`src/rtl/rfx_pkg.sv`:
```
package rfx_pkg;

    typedef enum logic [1:0] {
        PH_Q1 = 2'd0,
        PH_Q2 = 2'd1,
        PH_Q3 = 2'd2,
        PH_Q4 = 2'd3
    } phase_e;

    typedef enum logic [1:0] {
        OP_NOP  = 2'd0,
        OP_SUBB = 2'd1,
        OP_SWAP = 2'd2,
        OP_LOAD = 2'd3
    } op_e;

    // bit 4 down to bit 0: N, OV, Z, DC, C
    typedef struct packed {
        logic n;
        logic ov;
        logic z;
        logic dc;
        logic c;
    } flags_t;

    localparam logic [5:0] OPC_SUBB = 6'b010110;
    localparam logic [5:0] OPC_SWAP = 6'b001110;

endpackage

```
`src/rtl/rfx_decode.sv`:
```
module rfx_decode
    import rfx_pkg::*;
#(
    parameter int unsigned DATA_W  = 8,
    parameter int unsigned INSTR_W = DATA_W + 8
) (
    input  logic [INSTR_W-1:0] instr,
    output op_e                op,
    output logic               dst_f,
    output logic               banked,
    output logic [DATA_W-1:0]  faddr
);

    logic [5:0] opcode;

    always_comb begin
        opcode = instr[INSTR_W-1 -: 6];
        dst_f  = instr[DATA_W+1];
        banked = instr[DATA_W];
        faddr  = instr[DATA_W-1:0];
        unique case (opcode)
            OPC_SUBB: op = OP_SUBB;
            OPC_SWAP: op = OP_SWAP;
            default:  op = OP_NOP;
        endcase
    end

endmodule

```
`src/rtl/rfx_bank_addr.sv`:
```
module rfx_bank_addr #(
    parameter int unsigned DATA_W = 8,
    parameter int unsigned BANK_W = 4,
    localparam int unsigned ADDR_W = DATA_W + BANK_W
) (
    input  logic              banked,
    input  logic [BANK_W-1:0] bsr,
    input  logic [DATA_W-1:0] faddr,
    output logic [ADDR_W-1:0] addr
);

    logic [BANK_W-1:0] bank;

    always_comb begin
        if (banked) begin
            bank = bsr;
        end else begin
            bank = {BANK_W{faddr[DATA_W-1]}};
        end
        addr = {bank, faddr};
    end

endmodule

```
`src/rtl/rfx_alu.sv`:
```
module rfx_alu
    import rfx_pkg::*;
#(
    parameter int unsigned DATA_W = 8
) (
    input  op_e               op,
    input  logic [DATA_W-1:0] opnd,
    input  logic [DATA_W-1:0] w,
    input  flags_t            flags_in,
    output logic [DATA_W-1:0] res,
    output flags_t            flags_out
);

    localparam int unsigned HALF = DATA_W / 2;
    localparam int unsigned FW   = DATA_W + 1;
    localparam int unsigned LW   = HALF + 1;

    logic [DATA_W:0] full_sum;
    logic [HALF:0]   low_sum;

    always_comb begin
        full_sum  = {1'b0, opnd} + {1'b0, ~w} + FW'(flags_in.c);
        low_sum   = {1'b0, opnd[HALF-1:0]} + {1'b0, ~w[HALF-1:0]} + LW'(flags_in.c);
        res       = opnd;
        flags_out = flags_in;
        unique case (op)
            OP_SUBB: begin
                res          = full_sum[DATA_W-1:0];
                flags_out.c  = full_sum[DATA_W];
                flags_out.dc = low_sum[HALF];
                flags_out.z  = (full_sum[DATA_W-1:0] == '0);
                flags_out.n  = full_sum[DATA_W-1];
                flags_out.ov = (opnd[DATA_W-1] != w[DATA_W-1]) &&
                               (full_sum[DATA_W-1] != opnd[DATA_W-1]);
            end
            OP_SWAP: begin
                res = {opnd[HALF-1:0], opnd[DATA_W-1:HALF]};
            end
            default: begin
                res       = opnd;
                flags_out = flags_in;
            end
        endcase
    end

endmodule

```
`src/rtl/rfx_exec_unit.sv`:
```
module rfx_exec_unit
    import rfx_pkg::*;
#(
    parameter int unsigned DATA_W = 8,
    parameter int unsigned BANK_W = 4,
    localparam int unsigned ADDR_W  = DATA_W + BANK_W,
    localparam int unsigned INSTR_W = DATA_W + 8
) (
    input  logic               clk,
    input  logic               rst,
    input  logic [INSTR_W-1:0] instr,
    input  logic               ld_en,
    input  logic [DATA_W-1:0]  ld_w,
    input  logic [BANK_W-1:0]  ld_bsr,
    input  logic [4:0]         ld_flags,
    input  logic [DATA_W-1:0]  mem_rdata,
    output logic [1:0]         phase,
    output logic [DATA_W-1:0]  w_out,
    output logic [4:0]         flags_out,
    output logic [ADDR_W-1:0]  mem_addr,
    output logic               mem_we,
    output logic [DATA_W-1:0]  mem_wdata
);

    typedef struct packed {
        phase_e            phase;
        op_e               op;
        logic              dst_f;
        logic              banked;
        logic [DATA_W-1:0] faddr;
        logic [BANK_W-1:0] bsr_new;
        logic [DATA_W-1:0] opnd;
        logic [DATA_W-1:0] res;
        flags_t            fl_new;
        logic [DATA_W-1:0] w;
        logic [BANK_W-1:0] bsr;
        flags_t            flags;
    } state_t;

    state_t s_q, s_d;

    op_e               dec_op;
    logic              dec_dst_f;
    logic              dec_banked;
    logic [DATA_W-1:0] dec_faddr;
    logic [DATA_W-1:0] alu_res;
    flags_t            alu_flags;

    rfx_decode #(.DATA_W(DATA_W), .INSTR_W(INSTR_W)) u_decode (
        .instr  (instr),
        .op     (dec_op),
        .dst_f  (dec_dst_f),
        .banked (dec_banked),
        .faddr  (dec_faddr)
    );

    rfx_bank_addr #(.DATA_W(DATA_W), .BANK_W(BANK_W)) u_bank (
        .banked (s_q.banked),
        .bsr    (s_q.bsr),
        .faddr  (s_q.faddr),
        .addr   (mem_addr)
    );

    rfx_alu #(.DATA_W(DATA_W)) u_alu (
        .op        (s_q.op),
        .opnd      (s_q.opnd),
        .w         (s_q.w),
        .flags_in  (s_q.flags),
        .res       (alu_res),
        .flags_out (alu_flags)
    );

    always_comb begin
        s_d       = s_q;
        s_d.phase = phase_e'(2'(s_q.phase + 2'd1));
        unique case (s_q.phase)
            PH_Q1: begin
                if (ld_en) begin
                    s_d.op      = OP_LOAD;
                    s_d.dst_f   = 1'b0;
                    s_d.banked  = 1'b0;
                    s_d.res     = ld_w;
                    s_d.fl_new  = flags_t'(ld_flags);
                    s_d.bsr_new = ld_bsr;
                end else begin
                    s_d.op     = dec_op;
                    s_d.dst_f  = dec_dst_f;
                    s_d.banked = dec_banked;
                    s_d.faddr  = dec_faddr;
                end
            end
            PH_Q2: begin
                s_d.opnd = mem_rdata;
            end
            PH_Q3: begin
                if (s_q.op != OP_LOAD) begin
                    s_d.res    = alu_res;
                    s_d.fl_new = alu_flags;
                end
            end
            PH_Q4: begin
                unique case (s_q.op)
                    OP_LOAD: begin
                        s_d.w     = s_q.res;
                        s_d.bsr   = s_q.bsr_new;
                        s_d.flags = s_q.fl_new;
                    end
                    OP_SUBB: begin
                        s_d.flags = s_q.fl_new;
                        if (!s_q.dst_f) s_d.w = s_q.res;
                    end
                    OP_SWAP: begin
                        if (!s_q.dst_f) s_d.w = s_q.res;
                    end
                    default: begin
                        s_d.w = s_q.w;
                    end
                endcase
            end
            default: begin
                s_d.phase = PH_Q1;
            end
        endcase
    end

    always_ff @(posedge clk) begin
        if (rst) begin
            s_q <= '0;
        end else begin
            s_q <= s_d;
        end
    end

    assign phase     = s_q.phase;
    assign w_out     = s_q.w;
    assign flags_out = s_q.flags;
    assign mem_wdata = s_q.res;
    assign mem_we    = (s_q.phase == PH_Q4) && s_q.dst_f &&
                       ((s_q.op == OP_SUBB) || (s_q.op == OP_SWAP));

endmodule

```
`config.mk`:
```
export PLATFORM = sky130hd
export DESIGN_NAME = rfx_exec_unit
export DESIGN_NICKNAME = d
export VERILOG_FILES = /design/src/rtl/rfx_pkg.sv /design/src/rtl/rfx_decode.sv /design/src/rtl/rfx_bank_addr.sv /design/src/rtl/rfx_alu.sv /design/src/rtl/rfx_exec_unit.sv
export SDC_FILE = /design/constraint.sdc
export NUM_CORES = 1
export LEC_CHECK = 0
export BUFFER_PORTS_ARGS = -buffer_cell sky130_fd_sc_hd__buf_2
export CORE_MARGIN = 1.5
export CORE_UTILIZATION = 53
export DETAILED_ROUTE_END_ITERATION = 16
export GPL_TIMING_DRIVEN = 0
export PLACE_DENSITY = 0.92
export RECOVER_POWER = 25
export SYNTH_ARGS = -nofsm -noshare
export SYNTH_HDL_FRONTEND = slang
export SYNTH_SLANG_ARGS = --single-unit
export TNS_END_PERCENT = 10
```
`constraint.sdc`:
```
create_clock -name clk -period 3.1 [get_ports clk]
set_input_delay 0 -clock clk [delete_from_list [all_inputs] [get_ports clk]]
set_output_delay 0 -clock clk [all_outputs]
set_load 0.05 [all_outputs]
```
==> results.md, run 1 <==
- Setup TNS: 0 ns
- Worst setup EP type: flop
- Post-route ant nets: 0
- Clock Root Buffer: clkbuf_8
- Synth warnings: 0
- Antenna Cells: 0
- Area share of the largest cell type after synthesis: 35.7%
- Dominant cell by count in the synthesized netlist: dfxtp_1
- Synth-to-layout area growth: 25.0%
- Final Total Pwr: 1.82 mW
- Global-route wire length before repair: between 10000 and 15000 um
- MaxCap Viol Count: 0
- Max-slew headroom: between 40% and 50%
- Synth Area in XOR/XNOR: 0.558%
- Seq pwr share: between 40% and 50%
- Largest area contributor in the netlist: dfxtp_1
- Clk pin slew, worst setup/hold paths: roughly 0.10 ns
- Unrepaired setup endpoints after global routing: false
- Main area contributors after synthesis: dfxtp_1, mux2i_1, buf_4, nand2_1, ha_1
- Min Tclk post-route: 2.62 ns
- Final #Nets: 557
- Skew-Pair Late Insertion Delay: 0.31 ns
- Psw: about 0.66 mW
- Worst Hold Class: in -> reg
- CTS tree: yes
- Die width: 80.0 um
- Number of flops mapped to enable cells by yosys: 0
- Mapped cell area: 3140 um^2
- Clock Path Buffers: 2
- Outcome: finished clean
- Post-Synthesis Cells: 388
- First-pass iteration count of the detailed router: 5
- Commonest cells in the synthesized netlist: dfxtp_1, nand2_1, nor2_1
- PostCTS Resize Cnt: 0
- Post-synthesis compound-gate area fraction: roughly 17%
- Crit path required time: 3.34 ns
- Register area share after synthesis: a little over a third
- Period Utilization, post-route: 84.6%
- Die height: 80.0 um
- Highest Signal Layer: met4
- Number of port buffers: between 70 and 80
- Synth unique cells: 47
- Mean Syn Cell Area: 8.09 um^2
- Peak VDD IR: 242 uV
- Top FF cell, synth: dfxtp_1
- Pwr/cell area: 464 nW/um^2
- Switching part of the total power: about 36%
- Post-synthesis simple-gate area fraction: 19.4%
- Adder-cell share of the synthesized area: 6.85%
- Synth async-reset ratio: 0%
- Worst Path Max Fanout: 4
- Routed wl met2: 4690 um
- DRC viols: 0
- Clock sinks: 56
- Post-synthesis register bit count: 56
- Vias: 3241
- Site row count: 27
- Post-CTS Setup Repair Bufs: 0
- Iter 0 DRT Violations: approximately 360
- Mux cell area share after synthesis: 7.97%
- Post-CTS Hold Buffers: 23
- Fmax: 0.381 GHz
- Largest net degree at the start of global routing: 18
- H-tree levels: 2
- WL met1: slightly below 4000 um
- Core area: between 5000 and 6000 um^2
- Die area: approximately 6400 um^2
- Average wire per standard cell: 16.8 um
- Antenna violations before repair: 0
- Final Max Slew Viols: 0
- Pint: 1.16 mW
- Layout cell share with drive strength beyond 1: 21.3%
- Crit path kind: reg -> reg
- TritonCTS buffer count: 5
- Mapped Nets: 448
- Vias in the first global route: 3035
- Comb pwr share: 31.5%
- Hold Fails Final Rpt: 0
- Gr ovfl total: 0
- Metal3 WL: 570 um
- # setup viols final: 0
- Largest family of logic cells by synthesized area: simple AND/OR/NAND/NOR gates
- Post-DP HPWL: 6700 um
- LEAKAGE: 1.76 nW
- Starting Density: between 50% and 60%
- Clock Power Share: 23.8%
- Crit path arrival time: 2.86 ns
- Routed WL: 9550 um
- Startpoint Class: flop
- Total GRT Usage: 30.6%
- Slew @ Worst Pin: 0.780 ns
- Final Skew: 0.00685 ns
- RD Place Congestion: 0.909
- Vias/cell: 5.69
- I/O pins: 80
[state kept, by name (all words and copies together), names as in the netlist]
signal,cells
s_q,33
w_out,8
phase,2
mem_wdata,8
flags_out,5
[stage by stage]
step | cell area [um^2] | hold WS, ns | utilization (%) | cells | setup slack, ns
floorplan | 3140 | 0.136 | - | 388 | 0.813
finish | 3930 | 0.0139 | 70.0 | 570 | 0.478
global route | 3930 | 0.0254 | 70.0 | 570 | 0.373
detailed placement | 3630 | 0.243 | 64.7 | 539 | 0.544
global placement | 3630 | 0.226 | 64.7 | 539 | 0.564
CTS | 3950 | 0.00949 | 70.5 | 570 | 0.530
[kinds of logic (layout without fill, tap and decap cells)]
| logic type | count (synthesis) | in the layout |
|---|---|---|
| buf+inv | 72 | 182 |
| simple gates | 137 | 137 |
| flops | 56 | 56 |
| fa+ha+maj | 16 | 16 |
| xor+xnor | 2 | 2 |
| compound gates | 80 | 80 |
| mux | 25 | 25 |
[worst max-delay path, stage by stage (launching register included)]
cell and delay (ns):
dfxtp_1 0.39, inv_1 0.10, fa_1 0.48, fa_1 0.41
nand3_1 0.15, a21oi_2 0.12, o31a_1 0.33, a2111oi_2 0.41
o2bb2ai_1 0.15
[power by group through the flow]
stage | clock network [mW] | registers, mW | logic, mW
after floorplan | 0 | 0.813 | 0.404
after global placement | 0 | 0.823 | 0.527
after detailed placement | 0 | 0.827 | 0.541
after global routing | 0.463 | 0.819 | 0.615
after CTS | 0.431 | 0.810 | 0.565
final | 0.434 | 0.813 | 0.573
[cell type report]
class                   instances  area [um^2]
fillers                       447         1680
multi-input cells             260         1630
flip-flops and latches         56         1120
repair buffers                102          599
plain buffers                  52          315
well taps                      72         90.1
clock buffers                   6         82.6
inverters                      20         75.1
clock inverters                 2         13.8
[final timing paths]
| path | startpoint | endpoint | slack, ns | depth (start not counted) |
|---|---|---|---|---|
| worst max-delay path | w_out[0]$_SDFFE_PP0P_ | s_q[19]$_SDFFE_PP0P_ | 0.48 | 8 |
| worst min-delay path | instr[13] | s_q[53]$_SDFFE_PP0N_ | 0.01 | 3 |
| worst max register to register | w_out[0]$_SDFFE_PP0P_ | s_q[19]$_SDFFE_PP0P_ | 0.48 | 8 |
| worst min register to register | s_q[46]$_SDFFE_PP0P_ | s_q[46]$_SDFFE_PP0P_ | 0.47 | 2 |
[per-layer routing]
layer	up-vias	track usage (%)
met5	-	0
met4	0	13.8
met3	41	4.00
met2	165	52.3
met1	1520	38.0
li1	1515	-
[cells in the final DEF, fill, tap and decap left out, drive strengths merged, types with 3 or more instances in the layout]
cell type,count
dlygate4sd3,23
a31oi,3
nor3,3
a311oi,6
nor2b,4
inv,21
a21oi,30
nand3,19
or3,3
ha,14
nor2,42
clkbuf,41
o211ai,9
mux2i,25
o21ai,14
dfxtp,56
nand2,50
a211oi,4
nand2b,7
buf,96
Power figures use the tool's default switching activity.
==> run 2: changes to the inputs <==
- CORE_UTILIZATION: 53 -> 48
- PLACE_DENSITY: 0.92 -> 0.88
- clock period: 3.1 -> 2.2 ns (I/O delays scaled with it)
==> run 2 against run 1 <==
  * Register-to-register slack worse by 0.47 ns
  * Critical path depth down 1
  * First-iteration DRC count down 50%
==> results.md, run 2 (synthesis results as in run 1) <==
- Outcome: finished clean
- First-pass iteration count of the detailed router: 5
- Hold Fails Final Rpt: 0
- Number of flip-flops in the largest register: 33
- I/O pins: 80
- Starting Density: 49.5%
- Gr ovfl total: 0
- Clock sinks: 56
- Count of placed standard cells including taps: between 500 and 600
- Psw: 0.954 mW
- Final Total Pwr: approximately 2.6 mW
- Crit path kind: reg -> reg
- Critical Path, Cell by Cell: fa_2, fa_2, nand3_2, a21oi_2, o31a_1, a2111oi_4, o2bb2ai_1
- Vias/cell: 5.43
- Clock Path Buffers: 2
- Startpoint Class: flop
- Iter 0 DRT Violations: 181
- CTS tree: yes
- Most common cell after layout, fill and taps aside: buf_2
- Min Tclk post-route: about 2.2 ns
- Most used cell along the critical path: fa_2
- Synth-to-layout area growth: 28.3%
- Vias: between 3000 and 4000
- Antenna violations before repair: 0
- H-tree levels: 2
- Number of port buffers: 79
- Routed WL: 8920 um
- Antenna Cells: 0
- Core area: 6350 um^2
- Buf/Inv on CP: 0
- Comb pwr share: 32.2%
- Pwr/cell area: 641 nW/um^2
- TritonCTS buffer count: 5
- LEAKAGE: approximately 1.8 nW
- CP top delay family: compound AO/OA/AOI/OAI gates
- Crit path required time: roughly 2.5 ns
- Worst Hold Class: in -> reg
- Max-slew headroom: 54.9%
- Slowest cell on crit path: fa_2
- Peak VDD IR: 326 uV
- Layout cell share with drive strength beyond 1: 24.5%
- Unrepaired setup endpoints after global routing: true
- Final #Nets: around 560
- Die width: 83.9 um
- Layout fillers: between 500 and 600
- Global-route wire length before repair: ~14000 um
- # setup viols final: 0
- Slew @ Worst Pin: 0.672 ns
- Site row count: 29
- DRC viols: 0
- Die area: 7040 um^2
- Worst hold margin: between 0.006 and 0.007 ns
- Post-route ant nets: 0
- MaxCap Viol Count: 0
- Largest Register: s_q
- Non-filler instance count after layout: 580
- Vias in the first global route: 3037
- Period Utilization, post-route: around 100%
- Final Max Slew Viols: 0
- Skew-Pair Late Insertion Delay: 0.32 ns
- Pint: 1.63 mW
- Clk pin slew, worst setup/hold paths: 0.11 ns
- RD Place Congestion: between 0.9 and 1
- Clock Power Share: between 20% and 30%
- Largest net degree at the start of global routing: 20
- Die height: roughly 84 um
- Worst setup EP type: flop
- Total GRT Usage: 25.7%
- Crit path largest cell delay: 0.41 ns
- Final Skew: 0.00950 ns
- Fmax: 0.456 GHz
- Switching part of the total power: 37.0%
- Worst Path Max Fanout: 4
- Clock Root Buffer: clkbuf_8
- Leading cell types in the layout, fill and taps excluded: buf_2, dfxtp_1, nand2_1
- Crit path arrival time: 2.45 ns
- Post-DP HPWL: 6430 um
- Average wire per standard cell: 15.4 um
- Seq pwr share: 44.3%
## run 2: cell types whose count changed in the layout (fill, tap and decap cells not counted), sizes merged
cell and delta:
dlygate4sd3 +1, inv +1, clkbuf -2, buf +5, clkinvlp +1, clkinv -1
## run 2: repair_timing
action / 4_1_cts / 5_1_grt
endpoints found under the setup margin: 4 / 18
setup buffers: 2 / 3
endpoints found under the hold margin: 24 / 0
hold buffers: 24 / 0
resized for setup: 7 / 6
pin swaps: 3 / 3
## run 2: worst register-to-register path: stages (launching register included)
cell and delay, ns:
dfxtp_2 0.37, fa_2 0.41, fa_2 0.38, nand3_2 0.10
a21oi_2 0.10, o31a_1 0.31, a2111oi_4 0.32, o2bb2ai_1 0.15
## run 2: final timing paths
kind	start	end	slack, ns	depth (start not counted)
min	ld_w[1]	mem_wdata[1]$_SDFFE_PP0P_	0.007	3
max reg2reg	s_q[30]$_SDFFE_PP0N_	s_q[19]$_SDFFE_PP0P_	0.007	7
min reg2reg	s_q[48]$_SDFFE_PP0P_	s_q[48]$_SDFFE_PP0P_	0.47	2
max	s_q[30]$_SDFFE_PP0N_	s_q[19]$_SDFFE_PP0P_	0.007	7
## run 2: power by group through the flow
stage          logic [mW]  registers [mW]  clock network (mW)
2_1_floorplan       0.571            1.15                   0
3_3_place_gp        0.746            1.16                   0
3_5_place_dp        0.759            1.16                   0
4_1_cts             0.810            1.14               0.609
5_1_grt             0.898            1.15               0.649
6_report            0.830            1.14               0.608
## run 2: metal layers
layer,vias to the layer above,global-route usage (%),share of wire (%)
met2,124,43.7,47
met5,-,0,0
met1,1474,33.1,45
met4,0,10.7,2.4
li1,1531,-,-
met3,20,2.67,5.8
## run 2: area by class of cell
type	instances	area [um^2]	share of cell area [%]
Buffer	51	313	7.76
Clock buffer	5	68.8	1.71
Clock inverter	3	25.0	0.621
Inverter	20	75.1	1.86
Multi-Input combinational cell	260	1680	41.6
Sequential cell	56	1130	28.0
Tap cell	77	96.3	2.39
Timing Repair Buffer	108	647	16.1
## run 2: stage by stage
step	util [%]	setup TNS (ns)	setup slack [ns]	area (um^2)
2_1_floorplan	-	0	0.0288	3150
3_3_place_gp	57.3	-0.382	-0.212	3640
3_5_place_dp	57.3	-0.355	-0.205	3640
4_1_cts	63.3	-0.00174	-0.00174	4020
5_1_grt	63.4	-0.0530	-0.0432	4030
6_report	63.4	0	0.00746	4030
==> run 3: changes to the inputs <==
- CORE_UTILIZATION: 48 -> 50
- CTS_BUF_LIST: default -> sky130_fd_sc_hd__clkbuf_8
- PLACE_DENSITY: 0.88 -> 0.91
==> run 3 against run 2 <==
  * Largest cell class unchanged
  * Utilization grew 4.3 points
  * The flow now finishes with violations (negative setup slack)
  * Sequential cell count did not move
  * Power grew 0.62%
  * Design area is 0.78% higher
  * Via count rose by 4.6%
  * Clock skew down 0.0051 ns
  * Critical path depth unchanged
==> results.md, run 3 (synthesis results as in run 1) <==
- Final #Nets: about 570
- Iter 0 DRT Violations: around 250
- Non-filler instance count after layout: 583
- Die height: 82.3 um
- Core area: 5990 um^2
- TritonCTS buffer count: 5
- RD Place Congestion: 0.978
- Final Total Pwr: 2.60 mW
- Total GRT Usage: 28.4%
- MaxCap Viol Count: 0
- Antenna Cells: 0
- Final Skew: 0.00438 ns
- Crit path largest cell delay: 0.42 ns
- Layout fillers: approximately 490
- Post-route ant nets: 0
- First-pass iteration count of the detailed router: 5
- Clock Root Buffer: clkbuf_8
- Largest Register: s_q
- Crit path arrival time: 2.53 ns
- Fmax: 0.438 GHz
- Gr ovfl total: 0
- Die area: 6770 um^2
- Slowest cell on crit path: fa_2
- Final Max Slew Viols: 0
- # setup viols final: 2
- H-tree levels: 2
- Synth-to-layout area growth: 29.3%
- Failing checks: negative setup slack
- Hold Fails Final Rpt: 0
- Die width: 82.3 um
- Min setup slack post-route: -0.0814 ns
- Min Tclk post-route: 2.28 ns
- Skew-Pair Late Insertion Delay: between 0.3 and 0.4 ns
- Worst hold margin: 0.00547 ns
- Largest net degree at the start of global routing: 19
- Vias in the first global route: 3065
- Vias: 3295
- Clk pin slew, worst setup/hold paths: 0.11 ns
- DRC viols: 0
- Vias/cell: 5.65
- Post-DP HPWL: 6510 um
- Peak VDD IR: 384 uV
- Leading cell types in the layout, fill and taps excluded: buf_2, dfxtp_1, nand2_1
- Worst Path Max Fanout: 4
- Number of port buffers: slightly below 80
- Slew @ Worst Pin: 0.760 ns
- Final Util: 67.8%
- Starting Density: 52.4%
- Number of flip-flops in the largest register: 33
- Global-route wire length before repair: roughly 14000 um
- Antenna violations before repair: 0
- Average wire per standard cell: 16.6 um
- Unrepaired setup endpoints after global routing: true
- Site row count: 28
- Pwr/cell area: 640 nW/um^2
- Most common cell after layout, fill and taps aside: buf_2
- Outcome: complete, but fails checks
- CTS tree: yes
- Clock sinks: 56
- Worst Hold Class: in -> reg
- Critical Path, Cell by Cell: fa_2, fa_2, nand3_2, a21oi_2, o31a_1, a2111oi_4, o2bb2ai_1
- Clock Path Buffers: 2
- Count of placed standard cells including taps: 542
- Routed WL: 9660 um
- Crit path required time: 2.45 ns
- Startpoint Class: flop
- I/O pins: 80
- Max-slew headroom: 49.3%
- Crit path kind: reg -> reg
- LEAKAGE: 1.81 nW
- Period Utilization, post-route: 104%
- Most used cell along the critical path: fa_2
- Worst setup EP type: flop
- Layout cell share with drive strength beyond 1: 25.0%
-- run 3: final timing paths --
kind	start	to	slack [ns]	depth (start not counted)
worst min register to register	s_q[45]$_SDFFE_PP0P_	s_q[45]$_SDFFE_PP0P_	0.46	2
worst max register to register	s_q[30]$_SDFFE_PP0N_	s_q[19]$_SDFFE_PP0P_	-0.08	7
worst max-delay path	s_q[30]$_SDFFE_PP0N_	s_q[19]$_SDFFE_PP0P_	-0.08	7
worst min-delay path	ld_en	s_q[39]$_SDFFE_PP0P_	0.005	3
-- run 3: worst max-delay path: cells and delay by family, from the launching register on --
family	cells	cell delay, ns
simple gates	1	0.10
flops	1	0.37
fa+ha+maj	2	0.83
compound gates	4	0.91
-- run 3: layer usage --
| layer | global-route usage [%] | share of wire (%) | vias to the layer above |
|---|---|---|---|
| met5 | 0 | 0 | - |
| met4 | 10.8 | 3.6 | 0 |
| met3 | 5.49 | 7.3 | 40 |
| met2 | 48.8 | 48 | 189 |
| met1 | 34.8 | 41 | 1522 |
| li1 | - | - | 1544 |
-- run 3: cell type report --
type | instances | area, um^2 | area share [%]
clock inverters | 3 | 23.8 | 0.586
plain buffers | 51 | 314 | 7.73
clock buffers | 5 | 68.8 | 1.69
inverters | 20 | 75.1 | 1.85
well taps | 75 | 93.8 | 2.31
multi-input cells | 260 | 1670 | 41.1
repair buffers | 113 | 688 | 16.9
flip-flops and latches | 56 | 1130 | 27.8
-- run 3: through the flow --
step | area [um^2] | worst slack, ns | setup TNS (ns)
2_1_floorplan | 3150 | 0.0288 | 0
3_3_place_gp | 3630 | -0.215 | -0.276
3_5_place_dp | 3630 | -0.224 | -0.335
4_1_cts | 4040 | -0.0444 | -0.0676
5_1_grt | 4060 | -0.140 | -0.282
6_report | 4060 | -0.0814 | -0.0894
-- run 3: report_power, final --
group	internal, mW	leakage, nW	switching, mW
clock	0.227	0.0404	0.361
combinational	0.323	1.31	0.544
sequential	1.08	0.460	0.0594
-- run 3: repair_timing --
item / in CTS / in global routing
pin swaps: 7 / 3
endpoints found under the setup margin: 6 / 24
hold buffers: 25 / 0
hold endpoints to repair: 24 / 0
gates resized for setup: 6 / 7
buffers inserted: 5 / 4
